<file path="src/rtl/disp_out.sv">
module disp_out #(
  parameter int ADDR_W   = 4,
  parameter int DATA_W   = 8,
  parameter int DATA_OFS = 0,
  parameter int STAT_OFS = 4,
  parameter int CTRL_OFS = 8,
  parameter int ERR_BIT  = 0,
  parameter int IE_BIT   = 1,
  parameter int RDY_BIT  = 2
) (
  input  logic              clk,
  input  logic              rst_n,
  input  logic [ADDR_W-1:0] bus_addr,
  input  logic              bus_rd,
  input  logic              bus_wr,
  input  logic [DATA_W-1:0] bus_wdata,
  output logic [DATA_W-1:0] bus_rdata,
  output logic              dev_valid,
  output logic [DATA_W-1:0] dev_char,
  input  logic              dev_ready,
  output logic              irq
);
  localparam logic [ADDR_W-1:0] A_DATA = ADDR_W'(DATA_OFS);
  localparam logic [ADDR_W-1:0] A_STAT = ADDR_W'(STAT_OFS);
  localparam logic [ADDR_W-1:0] A_CTRL = ADDR_W'(CTRL_OFS);

  logic busy_q, rdy_q, err_q, ie_q;
  logic [DATA_W-1:0] char_q;

  wire wr_data = bus_wr && bus_addr == A_DATA;
  wire wr_ctrl = bus_wr && bus_addr == A_CTRL;
  wire rd_stat = bus_rd && bus_addr == A_STAT;
  wire accept  = wr_data && !busy_q;
  wire drop    = wr_data && busy_q;
  wire done    = busy_q && dev_ready;

  always_ff @(posedge clk) begin
    if (!rst_n) begin
      busy_q <= 1'b0;
      rdy_q  <= 1'b1;
      err_q  <= 1'b0;
      ie_q   <= 1'b0;
      char_q <= '0;
    end else begin
      if (accept) begin
        busy_q <= 1'b1;
        char_q <= bus_wdata;
      end else if (done) begin
        busy_q <= 1'b0;
      end

      if (done)                    rdy_q <= 1'b1;
      else if (accept || rd_stat)  rdy_q <= 1'b0;

      if (drop)         err_q <= 1'b1;
      else if (rd_stat) err_q <= 1'b0;

      if (wr_ctrl) ie_q <= bus_wdata[IE_BIT];
    end
  end

  always_comb begin
    bus_rdata = '0;
    if (bus_rd) begin
      if (bus_addr == A_STAT) begin
        bus_rdata[RDY_BIT] = rdy_q;
        bus_rdata[ERR_BIT] = err_q;
      end else if (bus_addr == A_CTRL) begin
        bus_rdata[IE_BIT] = ie_q;
      end
    end
  end

  assign dev_valid = busy_q;
  assign dev_char  = char_q;
  assign irq       = rdy_q & ie_q;
endmodule

</file>
<file path="config.mk">
export PLATFORM = sky130hd
export DESIGN_NAME = disp_out
export DESIGN_NICKNAME = d
export VERILOG_FILES = /design/src/rtl/disp_out.sv
export SDC_FILE = /design/constraint.sdc
export NUM_CORES = 1
export LEC_CHECK = 0
export BUFFER_PORTS_ARGS = -buffer_cell sky130_fd_sc_hd__buf_2
export CORE_MARGIN = 2
export CORE_UTILIZATION = 42
export DETAILED_ROUTE_END_ITERATION = 12
export GPL_TIMING_DRIVEN = 0
export PLACE_DENSITY = 0.77
export SLEW_MARGIN = 20
export SYNTH_ARGS = -nofsm -noshare
export SYNTH_HDL_FRONTEND = slang
export SYNTH_SLANG_ARGS = --single-unit
</file>
<file path="constraint.sdc">
create_clock -name clk -period 1.7 [get_ports clk]
set_clock_uncertainty 0.05 [all_clocks]
set_input_delay 0.34 -clock clk [delete_from_list [all_inputs] [get_ports clk]]
set_output_delay 0.34 -clock clk [all_outputs]
set_load 0.05 [all_outputs]
</file>
# Yosys cells after proc, flatten, opt, wreduce, memory -nomap -nowiden
# Index checks and enable logic that the tools add are counted.
[word_totals] in_bits=17 reg_bits=12 out_inout_bits=18
[op_classes] eq_ne=2 muxes=9 n_reduce_logical=12 bitwise_logic=2
[ops] operator="1-bit two-way mux" n=8
[ops] operator="1-bit logical AND" n=6
[ops] operator="4-bit by 3-bit == test with 1-bit output, second input constant" n=1
[ops] operator="4-bit == test, second input constant" n=1
[ops] operator="4-bit zero test" n=1
[ops] operator="2-bit nonzero test" n=2
[ops] operator="3-bit two-way mux" n=1
[ops] operator="2-bit OR reduction" n=1
[ops] operator="1-bit bitwise AND" n=1
[ops] operator="1-bit zero test" n=1
[ops] operator="1-bit logical OR" n=1
[ops] operator="1-bit inverter" n=1

# Longest topological paths before layout
# Gate-level depths: netlist of the first run.
[logic_depth] depth_word=4 depth_mapped=4

# Worst setup path before layout of the first run
# Ideal clock, no wire load.
[synth_path] kind="input -> output" startpoint="in bus_addr[1]" endpoint="out bus_rdata[1]" t_required_ns=1.310 arrival_time_ns=1.256 stages=2 slack_ns=0.054 cell_sequence="nor4b_1 > and3_1"
[synth_between] elab_chain_cells=4
[synth_lines] element="start: declaration" line="13" rtl="input logic [ADDR_W-1:0] bus_addr,"
[synth_lines] element="4-bit == test" line="68" rtl="end else if (bus_addr == A_CTRL) begin"
[synth_lines] element="1-bit two-way mux" line="68"
[synth_lines] element="1-bit two-way mux *" line="65" rtl="if (bus_addr == A_STAT) begin"
[synth_lines] element="3-bit two-way mux *" line="64" rtl="if (bus_rd) begin"
[synth_lines] element="end: declaration" line="17" rtl="output logic [DATA_W-1:0] bus_rdata,"
# Every way passes the cells marked *; elsewhere a longest branch is shown, timed or not.

# Final worst setup path of the first run
# Ends and elaborated chain as after synthesis.

==> flow_summary_export.csv, run 1 <==
group,metric,value,unit
run_status,status,"completed",
floorplanning,start_util,0.4625,
yosys,syn_inst,71,
min_path,hold_class,"in2reg",
final_layout,fin_cells,123,
cts,clk_path_buf_depth,2,
route,drt_iter0_drc,6,
yosys,syn_area,624.3,um^2
final_layout,final_nets,126,
sta,slew_viol_final,0,
final_layout,design_area,854.6,um^2
sta,finalCriticalPeriod,1.604,ns
worst_setup_path,crit_slowest_cell,"nor4b_4",
placed_design,place_area,803.3,um^2
yosys,synth_ff_type,"dfxtp_1",
global_routing,grt_pass1_vias,521,
route,routed_wl,1.368,mm
cts,clk_latency,0.27,ns
global_routing,grt_util_all_layers,0.1594,
pwr,p_per_area,730.9,mW/mm^2
route,via_per_inst,5.049,
route,drtPass1Iterations,4,
final_layout,final_common_cell,"buf_2",
floorplanning,rows,13,
placed_design,post-place-cells,119,
placed_design,gp_congestion,0.7114,
yosys,avgSynthCellArea,8.794,um^2
worst_setup_path,cpLargestDelayFamily,"simple AND/OR/NAND/NOR gates",
job,drv_cap,0,
sta,setup_viol,0,
floorplanning,core_area,0.001350,mm^2
final_layout,layout-drive-gt1-share,0.4722,
global_routing,grt_max_degree,11,
sta,fin_hold_ws,0.2097,ns
floorplanning,die_area,0.001811,mm^2
worst_setup_path,cpPeakStageDelay,0.31,ns
sta,worstMarginPinSlew,0.6521,ns
global_routing,grt.met1_usage,0.1937,
worst_setup_path,setup.worst_path.start_class,"input port",
floorplanning,chipHeight,42.56,um
pwr,irDropWorstVdd,0.5667,mV
cts,cts.clk_slew.worst_paths,0.07,ns
yosys,ys_seq_area_frac,0.3848,
final_layout,final_cell_mix,"buf_2, dfxtp_1, a21oi_1, nand3_1, o21ai_2",
worst_setup_path,critPathCaptureType,"output pin",
sta,period_share,0.9434,
sta,fmax,0.6235,GHz
cts,h-tree-depth,1,
yosys,synth_cell_type_count,26,
yosys,ys_seq_elements,12,
placed_design,post-dp-hpwl,1.047,mm
global_routing,use_met3,0.05172,
final_layout,n_fill_cell,142,
route,wire_per_inst,11.12,um
final_layout,multiInputGateArea,352.8,um^2
global_routing,grt-busiest-layer,"met2",
global_routing,grt.overflow.total,0,
worst_setup_path,crit_top_cell,"buf_2",
floorplanning,die_w,42.56,um
cts,cts-buffers-inserted,3,
cts,clock-root-buffer,"clkbuf_4",
global_routing,antenna_found_initial,0,
route,vias,621,
cts,clock_sinks,12,
worst_setup_path,crit_type,"in2out",
worst_setup_path,r2r_slack,0.22,ns
floorplanning,ioPinCount,35,
worst_setup_path,crit_path_cell_trace,"buf_2 -> nor4b_4 -> and3_1 -> buf_2",
sta,hold_violations,0,
worst_setup_path,crit_buf_inv,2,
sta,slew_headroom,0.5636,
global_routing,grt_use_met2,0.2615,
yosys,synthArstFlopShare,0,
final_layout,final_util,0.6330,
cts,cts_tree,"built",
worst_setup_path,cp_max_fo,3,
placed_design,port_buffers,29,
final_layout,area_growth,36.87,%
yosys,synth_edf_count,0,
route,antenna_left,0,
final_layout,regArea,240.2,um^2
cts,cts_hold_buf,0,
yosys,yosysWarnings,0,
global_routing,grt_pass1_wl,2.180,mm
route,drc,0,
final_layout,diodes,0,
pwr,power.leakage,0.0003897,uW
worst_setup_path,crit_required,1.31,ns
worst_setup_path,crit_arrival,1.21,ns
sta,rsz0062_at_grt,"no",
## cells by family after synthesis
family          after synthesis  share of synthesized area
compound gates               23                     0.2425
buf+inv                       9                    0.09818
flops                        12                     0.3848
other cells                   1                   0.006006
simple gates                 26                     0.2686
## synth_stat cells (3+ instances only)
cell type,n,area share
o21ai_2,8,0.11
nand3_1,9,0.072
a21oi_1,11,0.088
nor2_1,4,0.024
dfxtp_1,12,0.38
buf_4,5,0.060
and2_1,3,0.030
## worst reg2reg max path: cells and delay by family, from the launching register on
family	cells	cell delay, ns
compound gates	2	0.20
flops	1	0.37
simple gates	1	0.55
buf+inv	1	0.17
## metrics by stage
stage,power [uW],TNS [ns],worst slack (ns)
floorplan,371.6,0,0.05401
global placement,405.6,-0.05579,-0.05579
detailed placement,407.1,-0.06993,-0.06993
CTS,630.7,0,0.04927
global route,658.7,0,0.03729
finish,624.6,0,0.09623
## per-layer routing
| layer | vias to the layer above | wire [um] |
|---|---|---|
| li1 | 324 | - |
| met1 | 274 | 569 |
| met2 | 21 | 687 |
| met3 | 2 | 93 |
| met4 | 0 | 18 |
| met5 | - | 0 |
## where the power goes
part	switching, uW	total (uW)	leakage [uW]	internal (uW)
logic	78.1	116	0.000272	37.8
registers	2.78	288	0.0000969	285
clock network	91.0	221	0.0000210	130
total	172	625	0.000390	453
## flip-flops by register name, summed over array words and instances (netlist names)
register,flops
dev_char,8
dev_valid,1
rdy_q,1
err_q,1
ie_q,1
## what timing repair did
action / in CTS / in global routing
gates resized for setup: 1 / 1
hold endpoints to repair: 0 / 0
endpoints found under the setup margin: 1 / 1
setup buffers: 0 / 0
## final timing paths
| check | cells past startpoint | endpoint | from |
|---|---|---|---|
| worst max register to register | 4 | dev_char[3] | dev_valid |
| worst min register to register | 2 | dev_char[5] | dev_char[5] |
| worst max-delay path | 4 | bus_rdata[1] | bus_addr[1] |
| worst min-delay path | 2 | rdy_q | rst_n |
## area by class of cell
type | count | share of cell area
buffer | 8 | 0.06735
clock buffer | 4 | 0.04246
inverter | 1 | 0.004392
multi-input combinational | 54 | 0.4129
sequential | 12 | 0.2811
tap | 15 | 0.02196
timing repair buffer | 29 | 0.1698
Power figures use the tool's default switching activity.
==> inputs of run 2 (changes only) <==
--- a/config.mk
+++ b/config.mk
@@ -7,10 +7,10 @@
 export LEC_CHECK = 0
 export BUFFER_PORTS_ARGS = -buffer_cell sky130_fd_sc_hd__buf_2
 export CORE_MARGIN = 2
-export CORE_UTILIZATION = 42
+export CORE_UTILIZATION = 36
 export DETAILED_ROUTE_END_ITERATION = 12
 export GPL_TIMING_DRIVEN = 0
-export PLACE_DENSITY = 0.77
+export PLACE_DENSITY = 0.67
 export SLEW_MARGIN = 20
 export SYNTH_ARGS = -nofsm -noshare
 export SYNTH_HDL_FRONTEND = slang
==> constraint.sdc (replaced) <==
create_clock -name clk -period 1.9 [get_ports clk]
set_clock_uncertainty 0.05 [all_clocks]
set_input_delay 0.38 -clock clk [delete_from_list [all_inputs] [get_ports clk]]
set_output_delay 0.38 -clock clk [all_outputs]
set_load 0.05 [all_outputs]
==> run 2 against run 1 <==
First-iteration DRC count rose by 17%; global-route usage fell by 1.2 points; cell count rose by 1.6%; clock power fell by 9%; power fell by 10%; die area rose by 15%; largest power group unchanged; critical path depth did not move; register-to-register slack improved by 0.22 ns; via count fell by 0.32%; sequential cell count did not move; setup slack improved by 0.063 ns.
==> flow_summary_export.csv, run 2 (synthesized netlist as in run 1, its figures left out) <==
group,metric,value,unit
sta,rsz0062_at_grt,"no",
job,drv_cap,0,
cts,clock-root-buffer,"clkbuf_4",
floorplanning,chipHeight,45.65,um
worst_setup_path,setup.worst_path.start_class,"input port",
floorplanning,start_util,0.3738,
final_layout,final_nets,126,
route,drtPass1Iterations,4,
placed_design,post-dp-hpwl,1.080,mm
worst_setup_path,crit_path_cell_trace,"buf_2 -> nor4b_2 -> and3_1 -> buf_2",
sta,slew_headroom,0.5931,
cts,cts.clk_slew.worst_paths,0.07,ns
worst_setup_path,crit_buf_inv,2,
sta,hold_violations,0,
global_routing,grt_max_degree,11,
final_layout,final_cell_mix,"buf_2, dfxtp_1, a21oi_1, nand3_1, o21ai_2",
worst_setup_path,cp.depth,4,
final_layout,fin_cells,125,
route,drt_iter0_drc,7,
pwr,p_comb_frac,0.182,
worst_setup_path,crit_type,"in2out",
global_routing,grt_util_all_layers,0.1478,
worst_setup_path,cpPeakStageDelay,0.36,ns
pwr,irDropWorstVdd,0.3251,mV
worst_setup_path,r2r_cells,4,
worst_setup_path,worstReg2RegEnd,"dev_char[4]",
worst_setup_path,cp_max_fo,3,
placed_design,place_area,805.8,um^2
floorplanning,die_w,45.65,um
worst_setup_path,crit_slowest_cell,"nor4b_2",
pwr,p_seq_frac,0.458,
sta,slew_viol_final,0,
pwr,clkPwrFrac,0.360,
global_routing,grt.overflow.total,0,
worst_setup_path,crit_top_cell,"buf_2",
final_layout,final_common_cell,"buf_2",
global_routing,grt_pass1_wl,2.214,mm
run_status,status,"completed",
floorplanning,ioPinCount,35,
final_layout,area_growth,35.87,%
min_path,hold_class,"in2reg",
cts,clk_path_buf_depth,2,
pwr,p_per_area,662.3,mW/mm^2
global_routing,grt_pass1_vias,523,
placed_design,port_buffers,29,
route,via_per_inst,4.952,
cts,clock_sinks,12,
floorplanning,rows,15,
final_layout,design_area,848.3,um^2
cts,cts_tree,"built",
worst_setup_path,cpLargestDelayFamily,"simple AND/OR/NAND/NOR gates",
sta,finalCriticalPeriod,1.740,ns
final_layout,largest_reg_flops,8,
worst_setup_path,critPathCaptureType,"output pin",
pwr,switching_share,0.2806,
route,routed_wl,1.464,mm
floorplanning,die_area,0.002083,mm^2
sta,period_share,0.9160,
cts,clk_latency,0.27,ns
route,antenna_left,0,
cts,h-tree-depth,1,
worst_setup_path,critPathLaunch,"bus_addr[1]",
placed_design,gp_congestion,0.7846,
cts,cts-buffers-inserted,3,
route,wire_per_inst,11.71,um
worst_setup_path,timing.rr.start,"dev_valid",
worst_setup_path,crit_arrival,1.31,ns
global_routing,antenna_found_initial,0,
pwr,p_int,404.2,uW
final_layout,layout-drive-gt1-share,0.4722,
sta,worstMarginPinSlew,0.6082,ns
worst_setup_path,endpoint,"bus_rdata[1]",
floorplanning,core_area,0.001670,mm^2
pwr,p_sw,157.7,uW
final_layout,diodes,0,
sta,setup_viol,0,
sta,tns,0,ns
worst_setup_path,r2r_slack,0.44,ns
worst_setup_path,crit_required,1.47,ns
route,vias,619,
placed_design,post-place-cells,121,
route,drc,0,
sta,fmax,0.5746,GHz
pwr,power.leakage,0.0003844,uW
final_layout,n_fill_cell,181,
==> run 2: cell counts in the layout (fill, tap and decap cells not counted) <==
No cell type changed its count.
==> run 2: worst min path at each step <==
stage	from	end	slack, ns	cells past startpoint
detailed placement	dev_char[5]	dev_char[5]	0.40	2
floorplan	err_q	err_q	0.40	2
global placement	dev_char[2]	dev_char[2]	0.40	2
finish	rst_n	rdy_q	0.27	2
global route	rst_n	rdy_q	0.26	2
CTS	rst_n	rdy_q	0.26	2
==> run 2: power groups by stage <==
stage	registers (uW)	clock network (uW)	logic [uW]
floorplan	272	0	60.9
global placement	263	0	100
detailed placement	263	0	101
CTS	258	207	101
global route	258	220	110
finish	258	202	102
==> run 2: what timing repair did <==
action,4_1_cts,5_1_grt
buffers inserted,0,0
resized for setup,0,1
hold buffers,0,0
endpoints found under the setup margin,0,1
==> run 2: area by class of cell <==
class,instances,area [um^2],area share
buffer,8,57.56,0.06785
clock buffer,4,36.28,0.04277
inverter,1,3.754,0.004425
multi-input combinational,54,344.1,0.4056
sequential,12,240.2,0.2832
tap,17,21.27,0.02507
timing repair buffer,29,145.1,0.1711
==> run 2: layer usage <==
metal / share of wire / global-route usage / vias up
met1: 0.45 / 0.1864 / 273
met3: 0.053 / 0.02778 / 4
li1: - / - / 320
met5: 0 / 0 / -
met2: 0.48 / 0.2394 / 22
met4: 0.019 / 0.07059 / 0
==> run 2: per-stage QoR <==
| step | util | setup WS (ns) | power, uW | hold slack, ns |
|---|---|---|---|---|
| after detailed placement | 0.4824 | 0.04043 | 364.1 | 0.4028 |
| after global placement | 0.4824 | 0.04402 | 363.5 | 0.3952 |
| after CTS | 0.5041 | 0.03686 | 565.1 | 0.2621 |
| after global routing | 0.5079 | 0.09877 | 588.4 | 0.2573 |
| after floorplan | - | 0.1740 | 332.5 | 0.4003 |
| final | 0.5079 | 0.1597 | 561.9 | 0.2662 |
==> inputs of run 3 (changes only) <==
--- a/config.mk
+++ b/config.mk
@@ -5,12 +5,12 @@
 export SDC_FILE = /design/constraint.sdc
 export NUM_CORES = 1
 export LEC_CHECK = 0
-export BUFFER_PORTS_ARGS = -buffer_cell sky130_fd_sc_hd__buf_2
+export ABC_CLOCK_PERIOD_IN_PS = 1900
 export CORE_MARGIN = 2
 export CORE_UTILIZATION = 36
 export DETAILED_ROUTE_END_ITERATION = 12
+export DONT_BUFFER_PORTS = 1
 export GPL_TIMING_DRIVEN = 0
-export PLACE_DENSITY = 0.67
 export SLEW_MARGIN = 20
 export SYNTH_ARGS = -nofsm -noshare
 export SYNTH_HDL_FRONTEND = slang
==> run 3 against run 2 <==
Setup slack worse by 0.051 ns; sequential share of layout area is 6.8 points higher; power fell by 13%; register-to-register slack got worse by 0.23 ns; fmax decreased by 2.8%; clock power fell by 24%; clock-buffer cell count down 1; hold slack got worse by 0.11 ns; critical endpoint unchanged; largest power group unchanged.
==> flow_summary_export.csv, run 3 (synthesized netlist as in run 1, its figures left out) <==
group,metric,value,unit
worst_setup_path,crit_required,1.47,ns
final_layout,n_fill_cell,165,
pwr,clkPwrFrac,0.316,
pwr,irDropWorstVdd,0.2724,mV
pwr,p_int,347.6,uW
final_layout,final_nets,97,
placed_design,gp_congestion,0.7550,
global_routing,grt.overflow.total,0,
cts,clk_latency,0.27,ns
final_layout,largest_reg_flops,8,
sta,finalCriticalPeriod,1.791,ns
worst_setup_path,crit_slowest_cell,"and3_1",
run_status,status,"completed",
final_layout,layout-drive-gt1-share,0.2564,
sta,slew_headroom,0.5375,
global_routing,grt_pass1_vias,421,
route,antenna_left,0,
cts,cts-buffers-inserted,3,
cts,cts_tree,"built",
sta,slew_viol_final,0,
global_routing,grt_util_all_layers,0.1272,
worst_setup_path,r2r_slack,0.21,ns
sta,tns,0,ns
cts,clock-root-buffer,"clkbuf_4",
min_path,min_path_cells,1,
pwr,p_sw,140.0,uW
pwr,p_comb_frac,0.138,
placed_design,post-dp-hpwl,986.5,um
final_layout,multiInputGateArea,337.8,um^2
worst_setup_path,crit_buf_inv,0,
worst_setup_path,crit_type,"in2out",
sta,rsz0062_at_grt,"no",
placed_design,port_buffers,0,
final_layout,regArea,240.2,um^2
pwr,p_total,487.7,uW
final_layout,final_common_cell,"dfxtp_1",
worst_setup_path,setup.worst_path.start_class,"input port",
floorplanning,start_util,0.3738,
worst_setup_path,r2r_cells,4,
floorplanning,chipHeight,45.65,um
cts,cts_hold_buf,0,
route,routed_wl,1.339,mm
sta,hold_violations,0,
final_layout,diodes,0,
sta,setup_viol,0,
worst_setup_path,crit_arrival,1.36,ns
sta,worstMarginPinSlew,0.6928,ns
global_routing,grt_pass1_wl,1.842,mm
pwr,p_per_area,713.9,mW/mm^2
floorplanning,ioPinCount,35,
worst_setup_path,crit_path_cell_trace,"nor4b_1 -> and3_1",
floorplanning,core_area,0.001670,mm^2
worst_setup_path,cpPeakStageDelay,0.54,ns
worst_setup_path,critPathCaptureType,"output pin",
cts,cts_setup_buffers,0,
job,drv_cap,0,
route,vias,520,
floorplanning,die_w,45.65,um
route,wire_per_inst,14.09,um
cts,h-tree-depth,1,
min_path,hold_class,"in2reg",
worst_setup_path,cp_max_fo,3,
worst_setup_path,cp.depth,2,
cts,cts_resized,0,
global_routing,antenna_found_initial,0,
sta,fmax,0.5583,GHz
route,drtPass1Iterations,3,
final_layout,area_growth,9.419,%
sta,period_share,0.9428,
pwr,power.leakage,0.0002406,uW
route,via_per_inst,5.474,
cts,clk_path_buf_depth,2,
floorplanning,die_area,0.002083,mm^2
cts,cts.clk_slew.worst_paths,0.07,ns
route,drc,0,
final_layout,final_cell_mix,"dfxtp_1, a21oi_1, nand3_1, o21ai_2",
pwr,switching_share,0.2872,
floorplanning,rows,15,
pwr,p_seq_frac,0.547,
final_layout,final_util,0.4090,
route,drt_iter0_drc,5,
global_routing,grt_max_degree,11,
worst_setup_path,cpLargestDelayFamily,"simple AND/OR/NAND/NOR gates",
cts,clock_sinks,12,
run 3: cell count changes in the layout (fill, tap and decap cells not counted):
| cell | before | now |
|---|---|---|
| buf_2 | 30 | 1 |
| clkbuf_8 | 1 | 0 |
| nor4b_1 | 0 | 1 |
| nor4b_2 | 1 | 0 |
run 3: final timing paths:
kind                     from            to
setup / recovery  bus_addr[1]  bus_rdata[1]
setup reg to reg    dev_valid   dev_char[1]
hold / removal          rst_n         rdy_q
hold reg to reg         err_q         err_q
run 3: metrics by stage:
| stage | std cells | instance area [um^2] | worst slack (ns) | hold slack [ns] |
|---|---|---|---|---|
| 2_1_floorplan | 75 | 639.4 | 0.1740 | 0.4003 |
| 3_3_place_gp | 92 | 660.6 | 0.1156 | 0.4119 |
| 3_5_place_dp | 92 | 660.6 | 0.09378 | 0.4307 |
| 4_1_cts | 95 | 683.2 | 0.09627 | 0.1456 |
| 5_1_grt | 95 | 683.2 | 0.004377 | 0.1420 |
| 6_report | 95 | 683.2 | 0.1087 | 0.1583 |
run 3: area by class of cell:
cell class,instances,area share
sequential,12,0.3516
buffer,8,0.08425
tap,17,0.03114
clock buffer,3,0.03297
multi-input combinational,54,0.4945
inverter,1,0.005495
run 3: layer usage:
layer,track usage,part of all wire,up-vias
li1,-,-,262
met5,0,0,-
met4,0.08824,0.022,0
met3,0.05952,0.063,4
met1,0.1304,0.42,241
met2,0.2028,0.49,13
run 3: power groups by stage:
stage	Sequential (uW)	Combinational, uW	Clock, uW
floorplan	272	60.9	0
global placement	272	67.3	0
detailed placement	272	67.4	0
CTS	266	67.6	161
global route	267	72.1	170
finish	267	67.1	154
